## config.mk

```make
export PLATFORM = sky130hd
export DESIGN_NAME = srq_status_core
export DESIGN_NICKNAME = d
export VERILOG_FILES = /design/src/rtl/srq_status_core.sv
export SDC_FILE = /design/constraint.sdc
export NUM_CORES = 1
export LEC_CHECK = 0
export ABC_AREA = 0
export BUFFER_PORTS_ARGS = -buffer_cell sky130_fd_sc_hd__buf_2
export CORE_MARGIN = 2
export CORE_UTILIZATION = 35
export DETAILED_ROUTE_END_ITERATION = 8
export PLACE_DENSITY = 0.69
export SLEW_MARGIN = 30
export SYNTH_ARGS = -nofsm -noshare
export SYNTH_HDL_FRONTEND = slang
export SYNTH_SLANG_ARGS = --single-unit
```

## constraint.sdc

```tcl
create_clock -name clk -period 1.2 [get_ports clk]
set_clock_uncertainty 0.15 [all_clocks]
set_input_delay 0.36 -clock clk [delete_from_list [all_inputs] [get_ports clk]]
set_output_delay 0.36 -clock clk [all_outputs]
set_load 0.01 [all_outputs]
```

## src/rtl/srq_status_core.sv

```systemverilog
module srq_status_core #(
  parameter logic [7:0] MASK_LIMIT = 8'd191
) (
  input  logic       clk,
  input  logic       rst_n,
  input  logic       oper_sum_i,
  input  logic       esb_i,
  input  logic       queue_nonempty_i,
  input  logic       ques_sum_i,
  input  logic       clr_stat_i,
  input  logic       mask_wr_i,
  input  logic [7:0] mask_wdata_i,
  input  logic       poll_i,
  output logic [7:0] stat_byte_o,
  output logic [7:0] poll_byte_o,
  output logic [7:0] mask_o,
  output logic       srq_o
);

  logic       oss_q, esb_q, mav_q, qss_q;
  logic [7:0] mask_q;
  logic       mss, mss_q, rqs_q;
  logic [7:0] sum_bits;

  assign sum_bits = {oss_q, 1'b0, esb_q, mav_q, qss_q, 3'b000};
  assign mss      = |(sum_bits & mask_q);

  always_ff @(posedge clk or negedge rst_n) begin
    if (!rst_n) begin
      oss_q <= 1'b0;
      esb_q <= 1'b0;
      qss_q <= 1'b0;
      mav_q <= 1'b0;
    end else begin
      oss_q <= oper_sum_i & ~clr_stat_i;
      esb_q <= esb_i      & ~clr_stat_i;
      qss_q <= ques_sum_i & ~clr_stat_i;
      mav_q <= queue_nonempty_i;
    end
  end

  always_ff @(posedge clk or negedge rst_n) begin
    if (!rst_n)
      mask_q <= 8'h00;
    else if (mask_wr_i && mask_wdata_i <= MASK_LIMIT)
      mask_q <= mask_wdata_i & 8'hBF;
  end

  always_ff @(posedge clk or negedge rst_n) begin
    if (!rst_n) begin
      mss_q <= 1'b0;
      rqs_q <= 1'b0;
    end else begin
      mss_q <= mss;
      if (clr_stat_i)
        rqs_q <= 1'b0;
      else if (mss && !mss_q)
        rqs_q <= 1'b1;
      else if (poll_i)
        rqs_q <= 1'b0;
    end
  end

  assign stat_byte_o = sum_bits | {1'b0, mss,   6'b0};
  assign poll_byte_o = sum_bits | {1'b0, rqs_q, 6'b0};
  assign mask_o      = mask_q;
  assign srq_o       = rqs_q;

endmodule


```

==> results of run 1 <==
final cells by class:
cell class | count | share of cell area [%]
repair buffers | 48 | 38.4
well taps | 17 | 2.25
flip-flops and latches | 13 | 34.4
clock buffers | 4 | 2.78
multi-input cells | 24 | 22.2
layout by cell type, fill, tap and decap left out, drive strengths merged:
| master | count |
|---|---|
| buf | 47 |
| dfrtp | 13 |
| conb | 7 |
| mux2 | 7 |
| clkbuf | 4 |
| nor2b | 3 |
| a22oi | 2 |
| nor2 | 2 |
| nand2 | 1 |
| a21boi | 1 |
| a22o | 1 |
| dlygate4sd3 | 1 |
worst min path at each step:
stage	to	slack [ns]	cells past startpoint
3_5_place_dp	srq_o	0.11	1
2_1_floorplan	esb_q	-0.09	0
6_report	mav_q	0.05	1
4_1_cts	mav_q	0.04	1
5_1_grt	mav_q	0.04	1
3_3_place_gp	srq_o	0.10	1
registers in the layout (all words and copies together), names as in the netlist:
name and cells:
mav_q 1, mask_o 7, qss_q 1, oss_q 1
mss_q 1, esb_q 1, srq_o 1
cells in the mapped netlist:
library cell and count:
nand2_1 1, dfrtp_1 13, mux2_2 7, a22oi_1 2
a21boi_4 1, nor2b_1 3, a22o_1 1, nor2_1 2
conb_1 1, buf_4 17
metal layers:
layer	global-route usage, %	share of wire [%]	vias to the layer above
met4	1.76	0	0
met1	13.8	38	229
met3	4.76	5.4	0
li1	-	-	219
met5	0	0	-
met2	21.7	56	22
what timing repair did:
action	CTS	global route
buffers inserted	6	5
endpoints found under the hold margin	13	0
resized for setup	14	5
pin swaps	1	2
hold buffers	1	0
endpoints found under the setup margin	19	20
worst max-delay path: cells and delay by family, from the launching register on:
kind | cells | cell delay (ns)
buffers and inverters | 1 | 0.14
AND/OR/NAND/NOR | 1 | 0.08
flip-flops | 1 | 0.41
AO/OA/AOI/OAI | 1 | 0.18
power breakdown:
group / internal [W] / leakage, nW / switching, W
logic: 0.000224 / 0.339 / 0.000135
registers: 0.000486 / 0.157 / 0.0000340
clock network: 0.000129 / 0.0150 / 0.000141
total: 0.000838 / 0.511 / 0.000310
kinds of logic after synthesis:
family          Yosys count
compound gates            4
buf+inv                  17
flops                    13
mux                       7
other cells               1
simple gates              6
through the flow:
stage,utilization [%],cells
CTS,56.1,106
global placement,47.7,97
floorplan,-,54
detailed placement,47.7,97
finish,56.6,106
global route,56.6,106
==> reports/metrics.yaml, run 1 <==
run_status: "complete, but fails checks"
violations: "setup timing"
cts_inserted_buffers: 3
via_per_inst: 4.43
syn-instance-count: 48
nFillCells: 143
die_x_microns: 45.7
wl_mm: 1.36
n_antenna_cell: 0
synth_top_family_by_area: "buffers and inverters"
p_per_area_nw_per_um2: 1210
multi_input_area_sq_um: 210
grt_overflow: 0
synth_compound_area_share_pct: 7.00
syn_avg_cell_area_sq_um: 12.7
irDropWorstVdd_uv: 748
cpPeakStageDelay_ns: 0.41
setup_slack_ns: -0.387
cts_tree: "done"
area_growth_pct: 55.6
htreeDepth: 1
maxCapViolations: 0
io_buffer_count: 34
period_needed_ns: 1.59
synth-xor-area-share_pct: 0
first_pass_iters: 2
cp-start-kind: "register"
grt_max_degree: 14
yosysSeqAreaShare_pct: 53.5
regArea_sq_um: 325
syn-cell-area_sq_um: 608
cp_cell_sequence: "a22oi_2 > nand2_1 > buf_2"
whs_ns: 0.0489
required_ns: 0.69
worstReg2RegEnd: "srq_o"
yosys_warnings: 0
rsz0062_at_grt: "yes"
min_from: "queue_nonempty_i"
critical_path.reg2reg.startpoint: "esb_q"
ctsRootBufferMaster: "clkbuf_4"
antenna_found_initial: 0
yosysTopAreaCell: "dfrtp_1"
grt_pass1_wl_mm: 1.77
grtUsageTotal_pct: 12.2
drtIter0Drc: 6
ys_seq_elements: 13
finalSetupViolCount: 19
placed_area_sq_um: 797
clk_latency_ns: 0.27
yosys.area_share.adder_pct: 0
synth.area.top_cells: "dfrtp_1 53%, buf_4 21%, mux2_2 13%"
dp_hpwl_microns: 956
tns_ns: -3.30
clkTransAtPathRegs_ns: 0.08
power.leakage_nw: 0.511
vias: 470
hold_path_class: "in2reg"
cts_max_path_buffers: 2
synth_cell_types: 10
antenna_left: 0
grt_pass1_vias: 410
gp_congestion: 0.617
reg2reg_setup_slack_ns: -0.05
end_kind: "primary output"
finalInstanceArea_sq_um: 946
ios: 42
slowest_stage: "dfrtp_1"
slew_viol_final: 0
std_cell_rows: 15
critPathKind: "reg2out"
die-area_sq_um: 2090
dpl_worst_slack_ns: -0.201
synthMuxAreaShare_pct: 13.0
critical_path.endpoint: "stat_byte_o[6]"
fmax_mhz: 630
synth_top_area_share_pct: 53.5
core-area_sq_um: 1670
rr_worst_depth: 4
final_nets: 107
drc: 0
total_power_w: 0.00115
drive_gt1_share_pct: 67.4
clock_sinks: 13
crit_arrival_ns: 1.08
wl_per_cell_microns: 12.8
fp.dieH_microns: 45.7
finalCritPeriodShare_pct: 132
synth-simple-area-share_pct: 4.94
hold_viol_final: 0
cp-startpoint: "esb_q"
start_util_pct: 36.4
cp_max_fo: 2
Note: power is estimated with default switching activity, not from simulation.
==> run 2, diff against run 1 <==
--- a/config.mk
+++ b/config.mk
@@ -5,12 +5,13 @@
 export SDC_FILE = /design/constraint.sdc
 export NUM_CORES = 1
 export LEC_CHECK = 0
-export ABC_AREA = 0
+export ABC_AREA = 1
 export BUFFER_PORTS_ARGS = -buffer_cell sky130_fd_sc_hd__buf_2
 export CORE_MARGIN = 2
-export CORE_UTILIZATION = 35
+export CORE_UTILIZATION = 36
 export DETAILED_ROUTE_END_ITERATION = 8
-export PLACE_DENSITY = 0.69
+export PLACE_DENSITY = 0.7
+export RECOVER_POWER = 50
 export SLEW_MARGIN = 30
 export SYNTH_ARGS = -nofsm -noshare
 export SYNTH_HDL_FRONTEND = slang
==> run 2 against run 1 <==
  * The run still ends with setup timing left
  * Wire length rose by 6.5%
  * Die area rose by 1.3%
  * Maximum frequency rose by 2.7%
  * Critical path type unchanged
  * Highest routed layer is now met4
==> reports/metrics.yaml, run 2 <==
p_per_area_nw_per_um2: 1120  # -7.6%
gp_congestion: 0.735  # +19%
layout_common_cells: "19 x nand2_1, 19 x buf_2, 19 x buf_6, 13 x dfrtp_1, 9 x buf_4"
synth_edf_count: 0  # unchanged
n_antenna_cell: 0  # unchanged
multi_input_area_sq_um: 189  # -10%
drc: 0  # unchanged
finalCritPeriodShare_pct: 129  # -3.5 points
die-area_sq_um: 2110  # +1.3%
p_clk_share_pct: 24.1  # +0.6 points
syn_avg_cell_area_sq_um: 8.69  # -31%
cts_max_path_buffers: 2  # unchanged
syn-instance-count: 73  # +52%
grt_pass1_wl_mm: 2.25  # +27%
yosys_warnings: 0  # unchanged
syn-cell-area_sq_um: 634  # +4.3%
cts_tree: "done"
yosysTopAreaCell: "dfrtp_1"
drive_gt1_share_pct: 48.3  # -19 points
largest_register_ffs: 7  # unchanged
drtIter0Drc: 3  # -3
p_int_w: 0.000789  # -5.9%
nFillCells: 167  # +17%
clkTransAtPathRegs_ns: 0.08  # about the same
whs_ns: 0.0448  # -0.00414 ns
yosys-top-cells-count: "21 x nand2_1, 17 x buf_4, 13 x dfrtp_1, 7 x nand3_1, 5 x inv_1"
worstReg2RegEnd: "srq_o"
hold_path_class: "in2reg"
core-area_sq_um: 1690  # +1.1%
std_cell_rows: 15  # unchanged
cpPeakStageDelay_ns: 0.40  # about the same
dp_hpwl_microns: 922  # -3.5%
area_growth_pct: 54.4
synth_top_area_share_pct: 51.3  # -2.2 points
async_flop_share_pct: 100  # unchanged
critPathKind: "reg2out"
die_x_microns: 46.0  # +0.65%
grt_overflow: 0  # unchanged
swShare_pct: 28.2  # +1.2 points
synth_cell_types: 12  # +2
violations: "setup timing"
finalSetupViolCount: 18  # -1
final_util_pct: 58.0  # +1.4 points
yosysMostFrequentCell: "nand2_1"
fmax_mhz: 647  # +2.7%
p_comb_share_pct: 29.6  # -1.7 points
grtUsageTotal_pct: 16.1  # +4.0 points
run_status: "complete, but fails checks"
wl_mm: 1.45  # +6.5%
tns_ns: -3.91  # -0.613 ns
period_needed_ns: 1.55  # -0.0422 ns
end_kind: "primary output"
vias: 600  # +28%
htreeDepth: 1  # unchanged
cp_cell_sequence: "nand2_2 > nand4_1 > buf_2"
holdPathStages: 1  # unchanged
setup_slack_ns: -0.345  # +0.0422 ns
grt_max_degree: 14  # unchanged
ys.flop_type: "dfrtp_1"
cpLargestDelayFamily: "flip-flops"
ios: 42  # unchanged
slowest_stage: "dfrtp_1"
clk_latency_ns: 0.27  # about the same
switching_power_w: 0.000310  # about the same
cp-startpoint: "mask_o[3]"
synth.area.top_cells: "dfrtp_1 51%, buf_4 20%, nand2_1 12%"
hold_viol_final: 0  # unchanged
via_per_inst: 4.51  # +1.7%
cp-start-kind: "register"
ctsRootBufferMaster: "clkbuf_4"
crit_arrival_ns: 1.04  # -0.04 ns
critical_path.reg2reg.startpoint: "mask_o[7]"
hold_end: "mav_q"
antenna_found_initial: 0  # unchanged
start_util_pct: 37.6  # +1.2 points
maxCapViolations: 0  # unchanged
regArea_sq_um: 325  # unchanged
cts_inserted_buffers: 3  # unchanged
reg2reg_setup_slack_ns: 0.09  # +0.14 ns
first_pass_iters: 4  # +2
final_nets: 134  # +25%
grt_pass1_vias: 581  # +42%
fp.dieH_microns: 46.0  # +0.65%
clock_sinks: 13  # unchanged
cp_max_fo: 2  # unchanged
yosysSeqAreaShare_pct: 51.3  # -2.2 points
crit_buf_inv: 1  # unchanged
slew_viol_final: 0  # unchanged
required_ns: 0.69  # about the same
wl_per_cell_microns: 10.9  # -15%
power.leakage_nw: 0.570  # +12%
rr_worst_depth: 5  # +1
pwr-share-seq_pct: 46.3  # +1.0 points
irDropWorstVdd_uv: 613  # -18%
antenna_left: 0  # unchanged
ys_seq_elements: 13  # unchanged
rsz0062_at_grt: "yes"
io_buffer_count: 34  # unchanged
min_from: "queue_nonempty_i"
-- run 2: worst register-to-register path, stage by stage, from the launching register on --
cell	delay, ns
dfrtp_1	0.40
nand2_2	0.08
buf_4	0.11
nand2_2	0.05
o21ai_2	0.14
a21oi_1	0.08
-- run 2: logic make-up after synthesis --
logic type	share of synthesized area, %
compound gates	1.58
simple gates	22.7
flops	51.3
other cells	0.591
buf+inv	23.9
-- run 2: routing by layer --
metal	share of wire (%)	GRT usage, %
met5	0	0
met4	2.9	13.7
met3	4.4	3.57
met2	55	29.2
met1	37	14.8
-- run 2: what timing repair did --
action	CTS	global route
gates cloned	0	0
endpoints found under the hold margin	13	0
pin swaps	3	4
hold buffers	1	0
setup endpoints to repair	18	19
resized for setup	14	13
setup buffers	6	6
-- run 2: through the flow --
stage	power (W)	instances	area [sq um]	setup slack, ns
CTS	0.00108	133	955	-0.346
global placement	0.000742	122	791	-0.0147
detailed placement	0.000746	122	791	-0.0397
finish	0.00110	133	980	-0.345
floorplan	0.000657	79	657	-0.0491
global route	0.00117	133	980	-0.429
-- run 2: layout make-up --
cell class | instances | share of cell area [%]
well taps | 17 | 2.17
flip-flops and latches | 13 | 33.2
multi-input cells | 43 | 19.3
repair buffers | 51 | 40.7
clock buffers | 4 | 2.68
inverters | 5 | 1.92
-- run 2: how the worst max path moves through the flow --
stage	to	slack, ns	depth (start not counted)
6_report	stat_byte_o[6]	-0.35	3
5_1_grt	stat_byte_o[6]	-0.43	3
4_1_cts	stat_byte_o[6]	-0.35	3
3_5_place_dp	stat_byte_o[6]	-0.04	3
3_3_place_gp	stat_byte_o[6]	-0.01	3
2_1_floorplan	stat_byte_o[6]	-0.05	3
-- run 2: power by group through the flow --
stage               Sequential [W]  Combinational [W]  Clock [W]
CTS                       0.000502           0.000302   0.000279
floorplan                 0.000530           0.000128          0
finish                    0.000508           0.000325   0.000265
global placement          0.000508           0.000234          0
detailed placement        0.000510           0.000236          0
global route              0.000514           0.000359   0.000302
==> run 3, diff against run 2 <==
--- a/config.mk
+++ b/config.mk
@@ -8,9 +8,9 @@
 export ABC_AREA = 1
 export BUFFER_PORTS_ARGS = -buffer_cell sky130_fd_sc_hd__buf_2
 export CORE_MARGIN = 2
-export CORE_UTILIZATION = 36
+export CORE_UTILIZATION = 43
 export DETAILED_ROUTE_END_ITERATION = 8
-export PLACE_DENSITY = 0.7
+export PLACE_DENSITY = 0.79
 export RECOVER_POWER = 50
 export SLEW_MARGIN = 30
 export SYNTH_ARGS = -nofsm -noshare
==> constraint.sdc (replaced) <==
create_clock -name clk -period 1.93 [get_ports clk]
set_clock_uncertainty 0.15 [all_clocks]
set_input_delay 0.579 -clock clk [delete_from_list [all_inputs] [get_ports clk]]
set_output_delay 0.579 -clock clk [all_outputs]
set_load 0.01 [all_outputs]
==> run 3 against run 2 <==
  * Critical path depth did not move
  * Sequential power fell by 38%
  * Global-route usage decreased by 3.1 points
  * Highest routed layer unchanged
  * Worst setup slack gained 0.52 ns
  * Count of clock-buffer cells in the layout unchanged
  * Critical endpoint unchanged
  * The run now ends clean
  * Clock power down 39%
  * Via count shrank 15%
  * Utilization down 3.1 points
  * Flip-flop and latch count is the same
  * Sequential share of layout area up 11 points
  * Critical path type unchanged
  * Non-clock buffer count fell by 17
  * Wire length fell by 23%
==> reports/metrics.yaml, run 3 (synthesis results as in run 2) <==
run_status: "completed"
worstReg2RegEnd: "srq_o"
ios: 42  # unchanged
fmax_mhz: 569
ctsRootBufferMaster: "clkbuf_4"
grt_pass1_vias: 418  # -28%
htreeDepth: 1  # unchanged
end_kind: "primary output"
critPathKind: "reg2out"
reg2reg_setup_slack_ns: 0.86  # +0.77 ns
cp-startpoint: "mask_o[4]"
start_util_pct: 47.6  # +10 points
setup_slack_ns: 0.171  # +0.517 ns
critical_path.reg2reg.startpoint: "mask_o[4]"
placed_area_sq_um: 713  # -9.8%
cp-start-kind: "register"
dpl_worst_slack_ns: 0.454  # +0.493 ns
maxCapViolations: 0  # unchanged
via_per_inst: 4.46  # -1.0%
antenna_found_initial: 0  # unchanged
grt_overflow: 0  # unchanged
cts_tree: "done"
finalSetupViolCount: 0  # -18
clkTransAtPathRegs_ns: 0.08  # about the same
tns_ns: 0  # +3.91 ns
nFillCells: 130  # -22%
dp_hpwl_microns: 903  # -2.0%
layout_common_cells: "32 x buf_2, 23 x nand2_1, 13 x dfrtp_1, 7 x nand3_1, 7 x conb_1"
std_cell_rows: 13  # -2
n_antenna_cell: 0  # unchanged
wl_per_cell_microns: 9.82  # -9.9%
cts-resized-gates: 0  # -14
whs_ns: 0.168  # +0.123 ns
hold_viol_final: 0  # unchanged
hold_path_class: "in2async"
critical_path.endpoint: "stat_byte_o[6]"
drive_gt1_share_pct: 35.4  # -13 points
vias: 509  # -15%
power.leakage_nw: 0.459  # -20%
slew-limit-headroom_pct: 54.7
clk_latency_ns: 0.26  # about the same
slew_viol_final: 0  # unchanged
antenna_left: 0  # unchanged
largest_register_ffs: 7  # unchanged
grt_pass1_wl_mm: 1.71  # -24%
hold_buffers: 0  # -1
required_ns: 1.20  # +0.51 ns
wl_mm: 1.12  # -23%
irDropWorstVdd_uv: 376  # -39%
finalCritPeriodShare_pct: 91.1
layout_commonest_cell: "buf_2"
final_nets: 117  # -13%
worst_slew_pin_slew_ns: 0.679
place_inst: 110  # -9.8%
rsz0062_at_grt: "no"
fp.dieH_microns: 42.4  # -7.8%
cts_max_path_buffers: 2  # unchanged
clock_sinks: 13  # unchanged
period_needed_ns: 1.76
cts_inserted_buffers: 3  # unchanged
finalNonFillerCells: 114  # -14%
grt_max_degree: 14  # unchanged
drc: 0  # unchanged
finalInstanceArea_sq_um: 732  # -25%
gp_congestion: 0.724  # -1.5%
die_x_microns: 42.4  # -7.8%
first_pass_iters: 4  # unchanged
rr_worst_depth: 4  # -1
cp_max_fo: 3  # +1
cts_setup_buffers: 0  # -6
drtIter0Drc: 5  # +2
die-area_sq_um: 1800  # -15%
area_growth_pct: 15.4
crit_arrival_ns: 1.03  # about the same
core-area_sq_um: 1330  # -21%
p_per_area_nw_per_um2: 812  # -28%
io_buffer_count: 34  # unchanged
grtUsageTotal_pct: 13.1  # -3.1 points
-- run 3: final cells by class --
cell class	count	area, sq um	area share [%]
clock buffers	4	26.3	3.59
inverters	5	18.8	2.56
multi-input cells	43	175	23.9
flip-flops and latches	13	325	44.4
well taps	15	18.8	2.56
repair buffers	34	168	22.9
-- run 3: power breakdown --
group	internal [W]	switching, W
combinational	0.0000480	0.0000690
sequential	0.000299	0.0000162
clock	0.0000799	0.0000825
total	0.000427	0.000168
-- run 3: worst min-delay path by stage --
stage | start | endpoint
2_1_floorplan | rst_n | esb_q
3_3_place_gp | mask_o[2] | mask_o[2]
3_5_place_dp | mask_o[2] | mask_o[2]
4_1_cts | rst_n | mask_o[4]
5_1_grt | rst_n | mask_o[2]
6_report | rst_n | mask_o[2]
-- run 3: critical path: stages, from the launching register on --
cell     delay (ns)
dfrtp_1        0.40
nand2_1        0.09
nand4_1        0.12
buf_2          0.16
-- run 3: routing by layer --
metal  GRT usage, %  routed length [microns]
met1           14.0                      451
met4           9.38                       19
met2           21.5                      558
met5              0                        0
met3           3.88                       91
-- run 3: per-stage QoR --
step                util (%)  total power (W)
floorplan                  -         0.000409
global placement        53.5         0.000438
detailed placement      53.5         0.000442
CTS                     55.4         0.000609
global route            54.9         0.000633
finish                  54.9         0.000595
